[config.mk]
export PLATFORM = sky130hd
export DESIGN_NAME = pix_fmt_pack
export DESIGN_NICKNAME = d
export VERILOG_FILES = /design/src/rtl/fmt_pkg.sv /design/src/rtl/fmt_slot_fsm.sv /design/src/rtl/fmt_pipe.sv /design/src/rtl/fmt_avg.sv /design/src/rtl/fmt_out_stage.sv /design/src/rtl/pix_fmt_pack.sv
export SDC_FILE = /design/constraint.sdc
export NUM_CORES = 1
export LEC_CHECK = 0
export ABC_AREA = 1
export BUFFER_PORTS_ARGS = -buffer_cell sky130_fd_sc_hd__buf_4
export CORE_ASPECT_RATIO = 1.5
export CORE_MARGIN = 4
export CORE_UTILIZATION = 40
export DETAILED_ROUTE_END_ITERATION = 16
export SLEW_MARGIN = 25
export SYNTH_ARGS = -nofsm -noshare
export SYNTH_HDL_FRONTEND = slang
export SYNTH_HIERARCHICAL = 1
export SYNTH_SLANG_ARGS = --single-unit
export TNS_END_PERCENT = 20
[constraint.sdc]
create_clock -name clk -period 1.65 [get_ports clk]
set_input_delay 0.33 -clock clk [delete_from_list [all_inputs] [get_ports clk]]
set_output_delay 0.33 -clock clk [all_outputs]
set_load 0.005 [all_outputs]
[src/rtl/fmt_pkg.sv]
package fmt_pkg;

    localparam int NUM_CH = 3;

    // Per-pixel slot assignment carried down the pipeline
    typedef enum logic [1:0] {
        SLOT_RGB = 2'd0,
        SLOT_CB  = 2'd1,
        SLOT_CR  = 2'd2
    } slot_e;

    // Slot machine state: format plus which chroma slot comes next
    typedef enum logic [1:0] {
        ST_FULL    = 2'd0,
        ST_WANT_CB = 2'd1,
        ST_WANT_CR = 2'd2
    } fmt_state_e;

endpackage

[src/rtl/fmt_slot_fsm.sv]
module fmt_slot_fsm
    import fmt_pkg::*;
(
    input  logic  clk,
    input  logic  rst_n,
    input  logic  in_valid,
    input  logic  in_sol,
    input  logic  mode_sel,
    output slot_e slot
);

    fmt_state_e state_q;
    fmt_state_e state_d;

    // State register
    always_ff @(posedge clk or negedge rst_n) begin
        if (!rst_n) begin
            state_q <= ST_FULL;
        end else begin
            state_q <= state_d;
        end
    end

    // Transitions: line start latches the format, other pixels alternate
    always_comb begin
        state_d = state_q;
        if (in_valid) begin
            if (in_sol) begin
                state_d = mode_sel ? ST_WANT_CR : ST_FULL;
            end else begin
                unique case (state_q)
                    ST_FULL:    state_d = ST_FULL;
                    ST_WANT_CB: state_d = ST_WANT_CR;
                    ST_WANT_CR: state_d = ST_WANT_CB;
                    default:    state_d = ST_FULL;
                endcase
            end
        end
    end

    // Output: slot for the pixel on the inputs this cycle
    always_comb begin
        slot = SLOT_RGB;
        if (in_valid && in_sol) begin
            slot = mode_sel ? SLOT_CB : SLOT_RGB;
        end else begin
            unique case (state_q)
                ST_FULL:    slot = SLOT_RGB;
                ST_WANT_CB: slot = SLOT_CB;
                ST_WANT_CR: slot = SLOT_CR;
                default:    slot = SLOT_RGB;
            endcase
        end
    end

    // a Cb slot is followed by a Cr slot unless a gap or line start intervenes
    p_cb_then_cr_r5: assert property (@(posedge clk) disable iff (!rst_n)
        (in_valid && slot == SLOT_CB) |=> (!in_valid || in_sol || slot == SLOT_CR));

    // a 4:4:4 line stays 4:4:4 until the next line start
    p_full_holds_r8: assert property (@(posedge clk) disable iff (!rst_n)
        (in_valid && slot == SLOT_RGB) |=> (in_sol || slot == SLOT_RGB));

endmodule

[src/rtl/fmt_pipe.sv]
module fmt_pipe #(
    parameter int DATA_W = 24,
    parameter int STAGES = 2
) (
    input  logic                           clk,
    input  logic                           rst_n,
    input  logic                           in_valid,
    input  logic [1:0]                     in_slot,
    input  logic [DATA_W-1:0]              in_data,
    output logic [STAGES-1:0]              tap_valid,
    output logic [STAGES-1:0][1:0]         tap_slot,
    output logic [STAGES-1:0][DATA_W-1:0]  tap_data
);

    for (genvar g = 0; g < STAGES; g++) begin : g_stage
        logic              v_src;
        logic [1:0]        s_src;
        logic [DATA_W-1:0] d_src;
        logic              v_q;
        logic [1:0]        s_q;
        logic [DATA_W-1:0] d_q;

        if (g == 0) begin : g_head
            assign v_src = in_valid;
            assign s_src = in_slot;
            assign d_src = in_data;
        end else begin : g_tail
            assign v_src = tap_valid[g-1];
            assign s_src = tap_slot[g-1];
            assign d_src = tap_data[g-1];
        end

        always_ff @(posedge clk or negedge rst_n) begin
            if (!rst_n) begin
                v_q <= 1'b0;
                s_q <= 2'd0;
                d_q <= '0;
            end else begin
                v_q <= v_src;
                s_q <= s_src;
                d_q <= d_src;
            end
        end

        assign tap_valid[g] = v_q;
        assign tap_slot[g]  = s_q;
        assign tap_data[g]  = d_q;
    end

endmodule

[src/rtl/fmt_avg.sv]
module fmt_avg #(
    parameter int W = 8
) (
    input  logic [W-1:0] a,
    input  logic [W-1:0] b,
    output logic [W-1:0] y
);

    localparam int SUM_W = W + 1;

    logic [SUM_W-1:0] sum;

    // Round half up: add one before dropping the low bit
    assign sum = {1'b0, a} + {1'b0, b} + SUM_W'(1);
    assign y   = sum[SUM_W-1:1];

endmodule

[src/rtl/fmt_out_stage.sv]
module fmt_out_stage
    import fmt_pkg::*;
#(
    parameter int LANE_W = 8
) (
    input  logic                  clk,
    input  logic                  rst_n,
    input  logic                  cur_valid,
    input  logic [1:0]            cur_slot,
    input  logic [3*LANE_W-1:0]   cur_data,
    input  logic                  nxt_valid,
    input  logic [1:0]            nxt_slot,
    input  logic [2*LANE_W-1:0]   nxt_chroma,
    output logic                  out_valid,
    output logic [3*LANE_W-1:0]   out_data,
    output logic                  out_phase
);

    localparam int BUS_W    = 3 * LANE_W;
    localparam int CH_LANES = 2;

    logic [CH_LANES-1:0][LANE_W-1:0] pair_avg;

    for (genvar k = 0; k < CH_LANES; k++) begin : g_avg
        fmt_avg #(.W(LANE_W)) u_avg (
            .a (cur_data[(k+1)*LANE_W +: LANE_W]),
            .b (nxt_chroma[k*LANE_W +: LANE_W]),
            .y (pair_avg[k])
        );
    end

    logic              paired;
    logic [LANE_W-1:0] cr_hold_q, cr_hold_d;
    logic              hold_ok_q, hold_ok_d;
    logic              v_d;
    logic [BUS_W-1:0]  d_d;
    logic              ph_d;
    logic [LANE_W-1:0] luma;

    assign paired = nxt_valid && (slot_e'(nxt_slot) == SLOT_CR);
    assign luma   = cur_data[LANE_W-1:0];

    // Output word for the pixel leaving the pipeline
    always_comb begin
        v_d       = cur_valid;
        d_d       = '0;
        ph_d      = 1'b0;
        cr_hold_d = cr_hold_q;
        hold_ok_d = hold_ok_q;
        if (cur_valid) begin
            unique case (slot_e'(cur_slot))
                SLOT_RGB: begin
                    d_d = cur_data;
                end
                SLOT_CB: begin
                    d_d = {{LANE_W{1'b0}},
                           (paired ? pair_avg[0] : cur_data[LANE_W +: LANE_W]),
                           luma};
                    cr_hold_d = pair_avg[1];
                    hold_ok_d = paired;
                end
                SLOT_CR: begin
                    d_d = {{LANE_W{1'b0}},
                           (hold_ok_q ? cr_hold_q : cur_data[2*LANE_W +: LANE_W]),
                           luma};
                    ph_d      = 1'b1;
                    hold_ok_d = 1'b0;
                end
                default: begin
                    d_d = '0;
                end
            endcase
        end
    end

    always_ff @(posedge clk or negedge rst_n) begin
        if (!rst_n) begin
            out_valid <= 1'b0;
            out_data  <= '0;
            out_phase <= 1'b0;
            cr_hold_q <= '0;
            hold_ok_q <= 1'b0;
        end else begin
            out_valid <= v_d;
            out_data  <= d_d;
            out_phase <= ph_d;
            cr_hold_q <= cr_hold_d;
            hold_ok_q <= hold_ok_d;
        end
    end

    // an idle output slot carries no data and phase 0
    p_idle_quiet_r9: assert property (@(posedge clk) disable iff (!rst_n)
        !out_valid |-> (out_data == '0 && !out_phase));

    // packed pixels leave the top lane clear
    p_upper_clear_r4: assert property (@(posedge clk) disable iff (!rst_n)
        (cur_valid && slot_e'(cur_slot) != SLOT_RGB) |=> (out_data[BUS_W-1:2*LANE_W] == '0));

    // a paired Cb pixel is followed straight away by its Cr partner
    p_pair_then_cr_r6: assert property (@(posedge clk) disable iff (!rst_n)
        (cur_valid && slot_e'(cur_slot) == SLOT_CB && paired) |=> ##1 (out_valid && out_phase));

endmodule

[src/rtl/pix_fmt_pack.sv]
module pix_fmt_pack
    import fmt_pkg::*;
#(
    parameter int LANE_W = 8
) (
    input  logic                       clk,
    input  logic                       rst_n,
    input  logic                       mode_sel,
    input  logic                       in_valid,
    input  logic                       in_sol,
    input  logic [LANE_W-1:0]          in_ch0,
    input  logic [LANE_W-1:0]          in_ch1,
    input  logic [LANE_W-1:0]          in_ch2,
    output logic                       out_valid,
    output logic [NUM_CH*LANE_W-1:0]   out_data,
    output logic                       out_phase
);

    localparam int BUS_W       = NUM_CH * LANE_W;
    localparam int PIPE_STAGES = 2;
    localparam int CUR         = PIPE_STAGES - 1;
    localparam int NXT         = PIPE_STAGES - 2;

    slot_e                                in_slot;
    logic [PIPE_STAGES-1:0]               tap_valid;
    logic [PIPE_STAGES-1:0][1:0]          tap_slot;
    logic [PIPE_STAGES-1:0][BUS_W-1:0]    tap_data;
    logic                                 unused_nxt_luma;

    fmt_slot_fsm u_fsm (
        .clk      (clk),
        .rst_n    (rst_n),
        .in_valid (in_valid),
        .in_sol   (in_sol),
        .mode_sel (mode_sel),
        .slot     (in_slot)
    );

    fmt_pipe #(.DATA_W(BUS_W), .STAGES(PIPE_STAGES)) u_pipe (
        .clk       (clk),
        .rst_n     (rst_n),
        .in_valid  (in_valid),
        .in_slot   (in_slot),
        .in_data   ({in_ch2, in_ch1, in_ch0}),
        .tap_valid (tap_valid),
        .tap_slot  (tap_slot),
        .tap_data  (tap_data)
    );

    fmt_out_stage #(.LANE_W(LANE_W)) u_out (
        .clk        (clk),
        .rst_n      (rst_n),
        .cur_valid  (tap_valid[CUR]),
        .cur_slot   (tap_slot[CUR]),
        .cur_data   (tap_data[CUR]),
        .nxt_valid  (tap_valid[NXT]),
        .nxt_slot   (tap_slot[NXT]),
        .nxt_chroma (tap_data[NXT][BUS_W-1:LANE_W]),
        .out_valid  (out_valid),
        .out_data   (out_data),
        .out_phase  (out_phase)
    );

    assign unused_nxt_luma = ^tap_data[NXT][LANE_W-1:0];

    // Cycles since reset, used to keep the latency check inside history
    logic [1:0] warm_q;
    always_ff @(posedge clk or negedge rst_n) begin
        if (!rst_n) begin
            warm_q <= 2'd0;
        end else if (warm_q != 2'd3) begin
            warm_q <= warm_q + 2'd1;
        end
    end

    // output valid trails input valid by the fixed pipeline depth
    p_fixed_latency_r2: assert property (@(posedge clk) disable iff (!rst_n)
        (warm_q == 2'd3) |-> (out_valid == $past(in_valid, 3)));

    // a packed line opens on a Cb slot
    p_line_first_cb_r5: assert property (@(posedge clk) disable iff (!rst_n)
        (in_valid && in_sol && mode_sel) |=> ##2 (out_valid && !out_phase));

    // a full-format line start passes channel 0 on the low lane
    p_rgb_luma_r3: assert property (@(posedge clk) disable iff (!rst_n)
        (in_valid && in_sol && !mode_sel) |=> ##2
            (out_valid && !out_phase && out_data[LANE_W-1:0] == $past(in_ch0, 3)));

endmodule

==> results of run 1 <==
## power groups by stage
stage / registers (mW) / logic, mW / clock network, mW
finish: 2.57 / 0.909 / 2.05
global route: 2.60 / 1.02 / 2.19
CTS: 2.57 / 0.885 / 2.11
detailed placement: 2.61 / 0.853 / 0
global placement: 2.60 / 0.836 / 0
floorplan: 2.58 / 0.515 / 0
## repair_timing
item / 4_1_cts / 5_1_grt
hold endpoints to repair: 16 / 0
pin swaps: 4 / 11
buffers inserted: 1 / 0
gates resized for setup: 12 / 21
endpoints found under the setup margin: 8 / 12
hold buffers: 1 / 0
## final timing paths
kind                                                      from                                   to  slack, ps
max                        u_pipe/g_stage[1].d_q[16]$_DFF_PN0_       u_out/cr_hold_q[5]$_DFFE_PN0P_        -10
min                                                  in_ch1[7]  u_pipe/g_stage[0].d_q[15]$_DFF_PN0_         90
max reg2reg                u_pipe/g_stage[1].d_q[16]$_DFF_PN0_       u_out/cr_hold_q[5]$_DFFE_PN0P_        -10
min reg2reg                 u_pipe/g_stage[0].d_q[3]$_DFF_PN0_   u_pipe/g_stage[1].d_q[3]$_DFF_PN0_        350
max in group asynchronous                                rst_n       u_out/cr_hold_q[1]$_DFFE_PN0P_        760
min in group asynchronous                                rst_n  u_pipe/g_stage[1].d_q[23]$_DFF_PN0_        410
## flip-flops by register name, indices dropped and copies added, names as in the netlist
register	count
u_out/hold_ok_q	1
u_out/out_valid	1
u_pipe/g_stage.d_q	48
u_fsm/state_q	2
u_out/out_data	24
u_out/cr_hold_q	8
u_pipe/g_stage.v_q	2
u_out/out_phase	1
u_pipe/g_stage.s_q	4
## final cells by class
cell class	instances	area (sq um)	area share
clock buffers	9	225	0.0448
clock inverters	6	73.8	0.0147
inverters	67	251	0.0500
multi-input cells	221	1450	0.288
flip-flops and latches	91	2280	0.453
well taps	112	140	0.0279
repair buffers	78	613	0.122
## logic make-up (layout without fill, tap and decap cells)
logic type / after synthesis / in the layout / synth area share
AND/OR/NAND/NOR: 160 / 160 / 0.190
flip-flops: 91 / 91 / 0.587
buffers and inverters: 74 / 160 / 0.0790
AO/OA/AOI/OAI: 27 / 27 / 0.0393
adder cells (fa/ha/maj): 20 / 20 / 0.0683
multiplexers: 8 / 8 / 0.0232
XOR/XNOR: 6 / 6 / 0.0135
## worst reg2reg max path, cell delays in order (launching register included)
cell and delay (ps):
dfrtp_1 390, inv_2 100, nand2_8 60, fa_2 370, nand3_2 70, nand2_2 70
nand2_2 80, nand2_2 50, nand2_1 60, nand2_1 50, mux2_2 250
## metrics by stage
step | cell area, sq um | setup WS [ps]
floorplan | 3880 | 26.6
global placement | 4560 | -38.5
detailed placement | 4560 | -67.4
CTS | 4940 | -9.79
global route | 5030 | -119
finish | 5030 | -11.7
## synth_stat cells (all sizes together)
cell,number,area share
fa,2,0.010
o31ai,1,0.0019
dfrtp,91,0.59
mux2,8,0.023
nor3,1,0.0042
ha,18,0.058
inv,65,0.063
nand2,118,0.13
nor3b,8,0.018
xor2,6,0.014
buf,7,0.014
nor2,13,0.013
a21oi,26,0.037
and3,1,0.0016
nand3,19,0.026
clkinv,2,0.0019
## layer usage
metal,up-vias,wire (um)
met2,55,4170
li1,1346,-
met1,1245,2990
met5,-,0
met4,0,238
met3,17,292
==> flow_summary.ini, run 1 <==
[finish]
fin_nets = 517
final_common_cell = nand2_1
final_util = 0.537
drive_gt1_frac = 0.331
stdcell_count = 584
fillers = 827
syn_to_final_growth_pct = 29.6
final_cell_mix = 100 x nand2_1, 90 x dfrtp_1, 75 x buf_4
num_antenna_cells = 0

[hold_path]
hold_depth = 1
hold_class = in -> reg

[timing]
period_share = 1.01
finalSetupViolations = 4
fin_hold_ws_ps = 92.3
fin_tns_setup_ps = -32.3
fmax_mhz = 602
finalHoldViolations = 0
clock_skew_ps = 4.93
layout_min_cycle_time_ps = 1660
max_slew_margin = 0.663
rsz0062_at_grt = yes
worst_slack_ps = -11.7
slew_violations = 0
worstMarginPinSlew_ps = 505

[grt]
use_met2 = 0.263
grt_max_degree = 34
grtUsageMet1 = 0.158
globalRouteMet3Util = 0.0340
gr-usage-all-layers = 0.147
grt_pass1_vias = 2750
grt_pass1_wl_um = 12600
grt-ovfl-total = 0
antenna_found_initial = 0
busiest_layer = met2

[cts]
clk_latency_ps = 340
ctsHtreeMaxLevel = 3
numCtsBuffers = 9
clk_path_buf_depth = 2
clkSinkCount = 91
cts_tree = built
root_buffer = clkbuf_16
clk_pin_slew_ps = 60

[die]
initial_core_util = 0.415
core_sq_mm = 0.00936
dieArea_sq_mm = 0.0114
die_h_um = 129
die_w_um = 88.4
rows = 43
io_pins = 55

[placement]
gp_congestion = 0.820
dp_cells = 567
port_buffers = 54
dp_hpwl_um = 5650

[synth]
seq_area_frac_synth = 0.587
syn_nets = 435
ys_ff_latch = 91
netlist_area_sq_mm = 0.00388
synth_cells = 386
ys_warn_count = 6
syn_avg_cell_area_sq_um = 10.1
synth.distinct_cells = 26

[routing]
ant_nets = 0
drt-wirelength-per-cell_um = 13.2
drt_pass1_iterations = 4
vias = 2663
drc_errors = 0
viasPerCell = 4.56
drt_iter0_drc = 122
wirelength_um = 7680

[setup_path]
arrival_ps = 1890
worst-path-max-fanout = 2
cp_num_buf_inv = 1
ff2ff_path_depth = 10
cp.required_ps = 1880
crit_chain = inv_2, nand2_8, fa_2, nand3_2, nand2_2, nand2_2, nand2_2, nand2_1, nand2_1, mux2_2
crit_path_frequent_cell = nand2_2
max_stage_delay_ps = 390
crit_path_end_kind = register
crit_type = reg -> reg
crit_path_top_delay_cell = dfrtp_1
cp_num_cells = 10
critPathLaunchType = register
cp_top_family = simple AND/OR/NAND/NOR gates

[power]
power_mw = 5.53
ir_drop_mv = 0.772
clkPwrFrac = 0.370
p_leak_nw = 2.65
power_frac_comb = 0.164
p_sw_mw = 1.46
switching_share = 0.264
p_int_mw = 4.07
p_seq_frac = 0.465
powerDensity_mw_per_mm2 = 1100

[status]
failed_checks = negative setup slack
outcome = complete, but fails checks

[run]
cap_violations = 0
No activity file was read; power rests on OpenSTA's default activity.
==> inputs of run 2 (changes only) <==
--- a/config.mk
+++ b/config.mk
@@ -8,7 +8,6 @@
 export ABC_AREA = 1
 export BUFFER_PORTS_ARGS = -buffer_cell sky130_fd_sc_hd__buf_4
 export CORE_ASPECT_RATIO = 1.5
-export CORE_MARGIN = 4
 export CORE_UTILIZATION = 40
 export DETAILED_ROUTE_END_ITERATION = 16
 export SLEW_MARGIN = 25
==> run 2 against run 1 <==
  * First-iteration DRC count fell by 4.9%
  * Critical endpoint unchanged
  * Count of clock-buffer cells in the layout did not move
  * Combinational power barely moved
  * Total power fell by 1.1%
  * Final cell count rose by 0.51%
  * Clock power fell by 3%
  * Sequential cell count did not move
  * Sequential share of layout area fell by 0.15 points
  * Critical path depth did not move
  * Design area rose by 0.32%
  * The run still ends with negative setup slack left
  * Core utilization rose by 0.17 points
==> flow_summary.ini, run 2 (synthesis gave the netlist of run 1 again) <==
[finish]
register_area_sq_mm = 0.00228
fin_nets = 519
multi_input_area_sq_mm = 0.00146
final_cell_mix = 99 x nand2_1, 90 x dfrtp_1, 77 x buf_4
fillers = 855
final_area_sq_mm = 0.00504
final_common_cell = nand2_1
final_util = 0.539
num_antenna_cells = 0
syn_to_final_growth_pct = 30.0
drive_gt1_frac = 0.333
top_regs = u_pipe/g_stage.d_q (48), u_out/out_data (24), u_out/cr_hold_q (8)
regMostFlops = u_pipe/g_stage.d_q
largest_reg_flops = 48

[timing]
period_share = 1.02
finalSetupViolations = 2
finalHoldViolations = 0
worst_slack_ps = -25.8
worstMarginPinSlew_ps = 467
fin_tns_setup_ps = -47.2
fmax_mhz = 597
max_slew_margin = 0.688
clock_skew_ps = 5.30
slew_violations = 0
rsz0062_at_grt = yes
fin_hold_ws_ps = 84.7
layout_min_cycle_time_ps = 1680

[die]
die_h_um = 123
io_pins = 55
die_w_um = 82.4
initial_core_util = 0.415
core_sq_mm = 0.00936
rows = 43
dieArea_sq_mm = 0.0101

[routing]
viasPerCell = 4.51
drt_iter0_drc = 116
drt-wirelength-per-cell_um = 12.4
vias = 2645
drt_pass1_iterations = 4
wirelength_um = 7270
ant_nets = 0
drc_errors = 0

[cts]
clk_pin_slew_ps = 70
clkSinkCount = 91
clk_path_buf_depth = 2
cts_tree = built
numCtsBuffers = 9
clk_latency_ps = 350
ctsHtreeMaxLevel = 3
root_buffer = clkbuf_16

[power]
p_int_mw = 3.96
p_leak_nw = 2.66
power_frac_comb = 0.166
powerDensity_mw_per_mm2 = 1080
ir_drop_mv = 0.737
p_sw_mw = 1.51
p_seq_frac = 0.471
clkPwrFrac = 0.363
switching_share = 0.277

[placement]
port_buffers = 54
placed_cell_area_sq_mm = 0.00456
dp_hpwl_um = 5370
gp_congestion = 0.806

[status]
failed_checks = negative setup slack
outcome = complete, but fails checks

[grt]
grt_pass1_wl_um = 12000
grt_max_degree = 41
grt-ovfl-total = 0
antenna_found_initial = 0
grt_pass1_vias = 2624
gr-usage-all-layers = 0.165

[hold_path]
hold_class = in -> reg
worstHoldStart = in_ch2[1]

[setup_path]
cp.required_ps = 1890
r2r_start = u_pipe/g_stage[1].d_q[16]$_DFF_PN0_
arrival_ps = 1910
crit_start = u_pipe/g_stage[1].d_q[16]$_DFF_PN0_
critPathLaunchType = register
worst-path-max-fanout = 2
crit_path_end_kind = register
regToRegSetupSlack_ps = -30
crit_type = reg -> reg

[run]
cap_violations = 0
run 2: path summary, 6_finish.rpt:
path	to	cells past startpoint
worst max-delay path	u_out/cr_hold_q[5]$_DFFE_PN0P_	10
worst min-delay path	u_pipe/g_stage[0].d_q[17]$_DFF_PN0_	1
worst max register to register	u_out/cr_hold_q[5]$_DFFE_PN0P_	10
worst min register to register	u_pipe/g_stage[1].d_q[6]$_DFF_PN0_	0
max in group asynchronous	u_pipe/g_stage[1].d_q[17]$_DFF_PN0_	3
min in group asynchronous	u_out/out_data[21]$_DFF_PN0_	2
run 2: routing by layer:
layer  wire [um]  up-vias  global-route usage  share of wire
met3         280       13              0.0491          0.039
met4         164        0              0.0789          0.023
met2        3950       47               0.285           0.54
met1        2870     1235               0.182           0.39
met5           0        -                   0              0
li1            -     1350                   -              -
run 2: through the flow:
stage                     power, mW  setup slack, ps  instances
final                          5.47            -25.8        587
after global routing           5.78             -121        587
after CTS                      5.50            -18.5        583
after detailed placement       3.46            -47.9        566
after global placement         3.43            -21.6        566
after floorplan                3.10             26.6        386
run 2: cell type report:
type,count,area share
clock inverters,7,0.0129
repair buffers,80,0.125
inverters,67,0.0499
well taps,112,0.0278
clock buffers,9,0.0446
multi-input cells,221,0.289
flip-flops and latches,91,0.452
run 2: power by group through the flow:
stage | Combinational (mW) | Clock, mW | Sequential [mW]
4_1_cts | 0.869 | 2.06 | 2.57
3_5_place_dp | 0.848 | 0 | 2.61
6_report | 0.911 | 1.98 | 2.58
2_1_floorplan | 0.515 | 0 | 2.58
3_3_place_gp | 0.833 | 0 | 2.60
5_1_grt | 1.03 | 2.15 | 2.60
run 2: what timing repair did:
| item | 4_1_cts | 5_1_grt |
|---|---|---|
| resized for setup | 8 | 24 |
| pin swaps | 5 | 4 |
| hold buffers | 1 | 0 |
| buffers inserted | 0 | 4 |
| endpoints found under the hold margin | 25 | 0 |
| endpoints found under the setup margin | 9 | 12 |
run 2: critical path, cell delays in order, from the launching register on:
cell and delay (ps):
dfrtp_1 390, inv_2 100, nand2_8 60, fa_2 380, nand3_2 80, nand2_2 70
nand2_2 80, nand2_2 50, nand2_1 60, nand2_1 50, mux2_2 250
